File: src/rtl/sseg_pkg.sv
package sseg_pkg;

  localparam int SEG_W = 7;

  // Segment order: bit0=A .. bit6=G, bit set means segment lit.
  function automatic logic [SEG_W-1:0] digit_pattern(input int digit);
    logic [SEG_W-1:0] p;
    case (digit)
      0:       p = 7'b0111111;
      1:       p = 7'b0000110;
      2:       p = 7'b1011011;
      3:       p = 7'b1001111;
      4:       p = 7'b1100110;
      5:       p = 7'b1101101;
      6:       p = 7'b1111101;
      7:       p = 7'b0000111;
      8:       p = 7'b1111111;
      default: p = 7'b0000000;
    endcase
    return p;
  endfunction

  // Magnitude of a two's-complement code of the given width.
  function automatic int code_magnitude(input int code, input int width);
    int span;
    span = 1 << width;
    if (code >= (span >> 1)) return span - code;
    return code;
  endfunction

endpackage

File: src/rtl/sseg_minterm_dec.sv
module sseg_minterm_dec #(
  parameter int CODE_W = 4,
  localparam int NCODES = 1 << CODE_W
) (
  input  logic [CODE_W-1:0] code,
  output logic [NCODES-1:0] line_n
);

  // One active-low line per minterm of the input code.
  for (genvar c = 0; c < NCODES; c++) begin : g_line
    assign line_n[c] = (code != CODE_W'(c));
  end

endmodule

File: src/rtl/sseg_seg_gate.sv
module sseg_seg_gate #(
  parameter int CODE_W  = 4,
  parameter int SEG_IDX = 0,
  localparam int NCODES = 1 << CODE_W
) (
  input  logic [NCODES-1:0] line_n,
  output logic              cathode_n
);
  import sseg_pkg::*;

  logic [NCODES-1:0] pick_n;

  // Keep the decoder lines of codes that light this segment; tie the rest off.
  for (genvar c = 0; c < NCODES; c++) begin : g_pick
    localparam int MAG = code_magnitude(c, CODE_W);
    localparam logic [SEG_W-1:0] PAT = digit_pattern(MAG);
    if (PAT[SEG_IDX]) begin : g_used
      assign pick_n[c] = line_n[c];
    end else begin : g_unused
      assign pick_n[c] = 1'b1;
    end
  end

  // NAND of active-low minterms gives "lit"; the cathode is its inverse.
  assign cathode_n = &pick_n;

endmodule

File: src/rtl/signed_nibble_sseg.sv
module signed_nibble_sseg #(
  parameter int CODE_W = 4,
  localparam int NCODES = 1 << CODE_W,
  localparam int SEG_W  = sseg_pkg::SEG_W
) (
  input  logic [CODE_W-1:0] value,
  output logic [SEG_W-1:0]  seg_n,
  output logic              dp_n,
  output logic              anode_en,
  output logic              minus
);

  logic [NCODES-1:0] line_n;

  sseg_minterm_dec #(.CODE_W(CODE_W)) u_dec (
    .code   (value),
    .line_n (line_n)
  );

  for (genvar s = 0; s < SEG_W; s++) begin : g_seg
    sseg_seg_gate #(.CODE_W(CODE_W), .SEG_IDX(s)) u_gate (
      .line_n    (line_n),
      .cathode_n (seg_n[s])
    );
  end

  assign minus    = value[CODE_W-1];
  assign dp_n     = 1'b1;
  assign anode_en = 1'b1;

endmodule

File: config.mk
export PLATFORM = sky130hd
export DESIGN_NAME = signed_nibble_sseg
export DESIGN_NICKNAME = d
export VERILOG_FILES = /design/src/rtl/sseg_pkg.sv /design/src/rtl/sseg_minterm_dec.sv /design/src/rtl/sseg_seg_gate.sv /design/src/rtl/signed_nibble_sseg.sv
export SDC_FILE = /design/constraint.sdc
export NUM_CORES = 1
export LEC_CHECK = 0
export BUFFER_PORTS_ARGS = -buffer_cell sky130_fd_sc_hd__clkbuf_2
export CAP_MARGIN = 0
export CORE_AREA = 2 2 39 41
export DETAILED_ROUTE_END_ITERATION = 7
export DIE_AREA = 0 0 41 43
export GPL_TIMING_DRIVEN = 0
export PLACE_DENSITY = 0.47
export REMOVE_ABC_BUFFERS = 1
export SKIP_LAST_GASP = 1
export SYNTH_ARGS = -nofsm -noshare
export SYNTH_HDL_FRONTEND = slang
export SYNTH_SLANG_ARGS = --single-unit
File: constraint.sdc
create_clock -name vclk -period 3.6
set_clock_uncertainty 0.15 [all_clocks]
set_input_delay 0.36 -clock vclk [all_inputs]
set_output_delay 0.36 -clock vclk [all_outputs]
set_load 0.005 [all_outputs]
==> results.yml <==
floorplanning:
  io_pins: 14
  rows: 14
  dieWidth_um: 41
  fp.dieH_um: 43
  die-area_sq_um: 1763
  core_area_sq_um: 1384
  start_util: 0.1772
synthesis:
  netlist_area_sq_um: 245.2
  synth_top_area_share: 0.3061
  yosysUniqueCellTypes: 22
  ys_seq_area_frac: 0
  netlist_top_cells_count: "10 x buf_4, 2 x buf_2, 2 x nor3b_1"
  synth.most_common_cell: "buf_4"
  ys_top_cells_by_area: "buf_4 31%, nor3b_1 6.1%, or4b_4 5.6%"
  syn_area_per_cell_sq_um: 7.431
  synth_cells: 33
  ys_warn_count: 0
  synth_largest_area_cell: "buf_4"
placement:
  dp_hpwl_um: 314.9
  place_congestion: 0.5612
  portBuffers: 12
  pre_cts_ws_ps: 1827
route:
  wl_per_cell_um: 8.020
  dr.pass1.iters: 2
  drc: 0
  final_antenna_net_count: 0
  routed_wl_um: 393
  vias_per_cell: 3.939
  drt_iter0_markers: 3
  vias: 193
final_layout:
  syn2layout_area_growth_pct: -5.102
  ff_latch_area_sq_um: 0
  final_common_cell: "clkbuf_2"
  final_cell_mix: "12 x clkbuf_2, 2 x nor3b_1, 2 x conb_1"
  nNetsFinal: 39
  seq_cell_count: 0
  antenna_cells: 0
  nClkBuffers: 0
  layout-drive-gt1-share: 0.4848
  fillers: 175
setup_path:
  cp_num_buf_inv: 2
  required_ps: 3090
  crit_path_end_kind: "output pin"
  cp_max_fo: 10
  arrival_ps: 1260
  crit_family: "simple AND/OR/NAND/NOR gates"
  path_class: "input port to output pin"
  critPathMaxStageDelay_ps: 530
  worst_setup_path_start_kind: "input port"
  crit_top_cell: "clkbuf_2"
  cp_slowest_cell: "or4b_4"
  path_cells: "clkbuf_2, or4b_4, o211ai_2, clkbuf_2"
pwr:
  vdd_ir_drop_max_v: 0.00001390
  powerDensity_nw_per_um2: 111.7
  leakage_nw: 0.1161
  total_power_mw: 0.02599
global_route:
  track_usage: 0.04396
  grt_pass1_vias: 152
  grt_max_degree: 12
  antenna_found_initial: 0
  grt_pass1_wl_um: 600
  grt-ovfl-total: 0
timing:
  min_period_ps: 1769
  worst_slack_ps: 1831
  setup_viol: 0
  finalHoldViolCount: 0
  final.period_utilization: 0.4913
  tns_ps: 0
  max_freq_mhz: 565.3
  rsz0062_at_grt: "no"
  maxSlewViolCount: 0
status:
  status: "finished clean"
clock_tree:
  hold_buffers: 0
  cts_resized: 0
  post_cts_buffers: 0
worst_hold_path:
  min_to: "minus"
  hold_class: "input port to output pin"
  holdCritStartpoint: "value[3]"
  whs_path_depth: 2
flow_run:
  maxCapViolations: 0
==> power by group <==
group / switching [mW] / internal [mW] / total (mW)
sequential: 0 / 0 / 0
combinational: 0.0132 / 0.0128 / 0.0260
clock: 0 / 0 / 0
total: 0.0132 / 0.0128 / 0.0260
==> per-stage QoR <==
step                      area, sq um  std cells    util  hold WS [ps]
after floorplan                 152.6         21       -         570.0
after CTS                       232.7         49  0.1682         837.5
after global placement          232.7         49  0.1682         836.2
after detailed placement        232.7         49  0.1682         837.5
after global routing            232.7         49  0.1682         870.4
final                           232.7         49  0.1682         837.3
==> layout make-up <==
cell class	instances	area (sq um)	share of cell area
Tap cell	16	20.02	0.08602
Timing Repair Buffer	12	60.06	0.2581
Multi-Input combinational cell	20	148.9	0.6398
Inverter	1	3.754	0.01613
==> per-layer routing <==
layer,part of all wire,GRT usage,up-vias
li1,-,-,99
met1,0.45,0.07278,86
met2,0.47,0.06563,8
met3,0.076,0,0
met4,0,0,0
met5,0,0,-
==> how the worst max path moves through the flow <==
stage | start | to | slack [ps] | depth (start not counted)
2_1_floorplan | value[3] | seg_n[0] | 2140 | 2
3_3_place_gp | value[2] | seg_n[0] | 1830 | 4
3_5_place_dp | value[2] | seg_n[0] | 1830 | 4
4_1_cts | value[2] | seg_n[0] | 1830 | 4
5_1_grt | value[2] | seg_n[0] | 1790 | 4
6_report | value[2] | seg_n[0] | 1830 | 4
==> kinds of logic after synthesis <==
family,count (synthesis),share of synthesized area
XOR/XNOR,2,0.07144
AND/OR/NAND/NOR,10,0.2960
buffers and inverters,14,0.4081
other,1,0.01529
AO/OA/AOI/OAI,6,0.2092
Note: power is estimated with default switching activity, not from simulation.
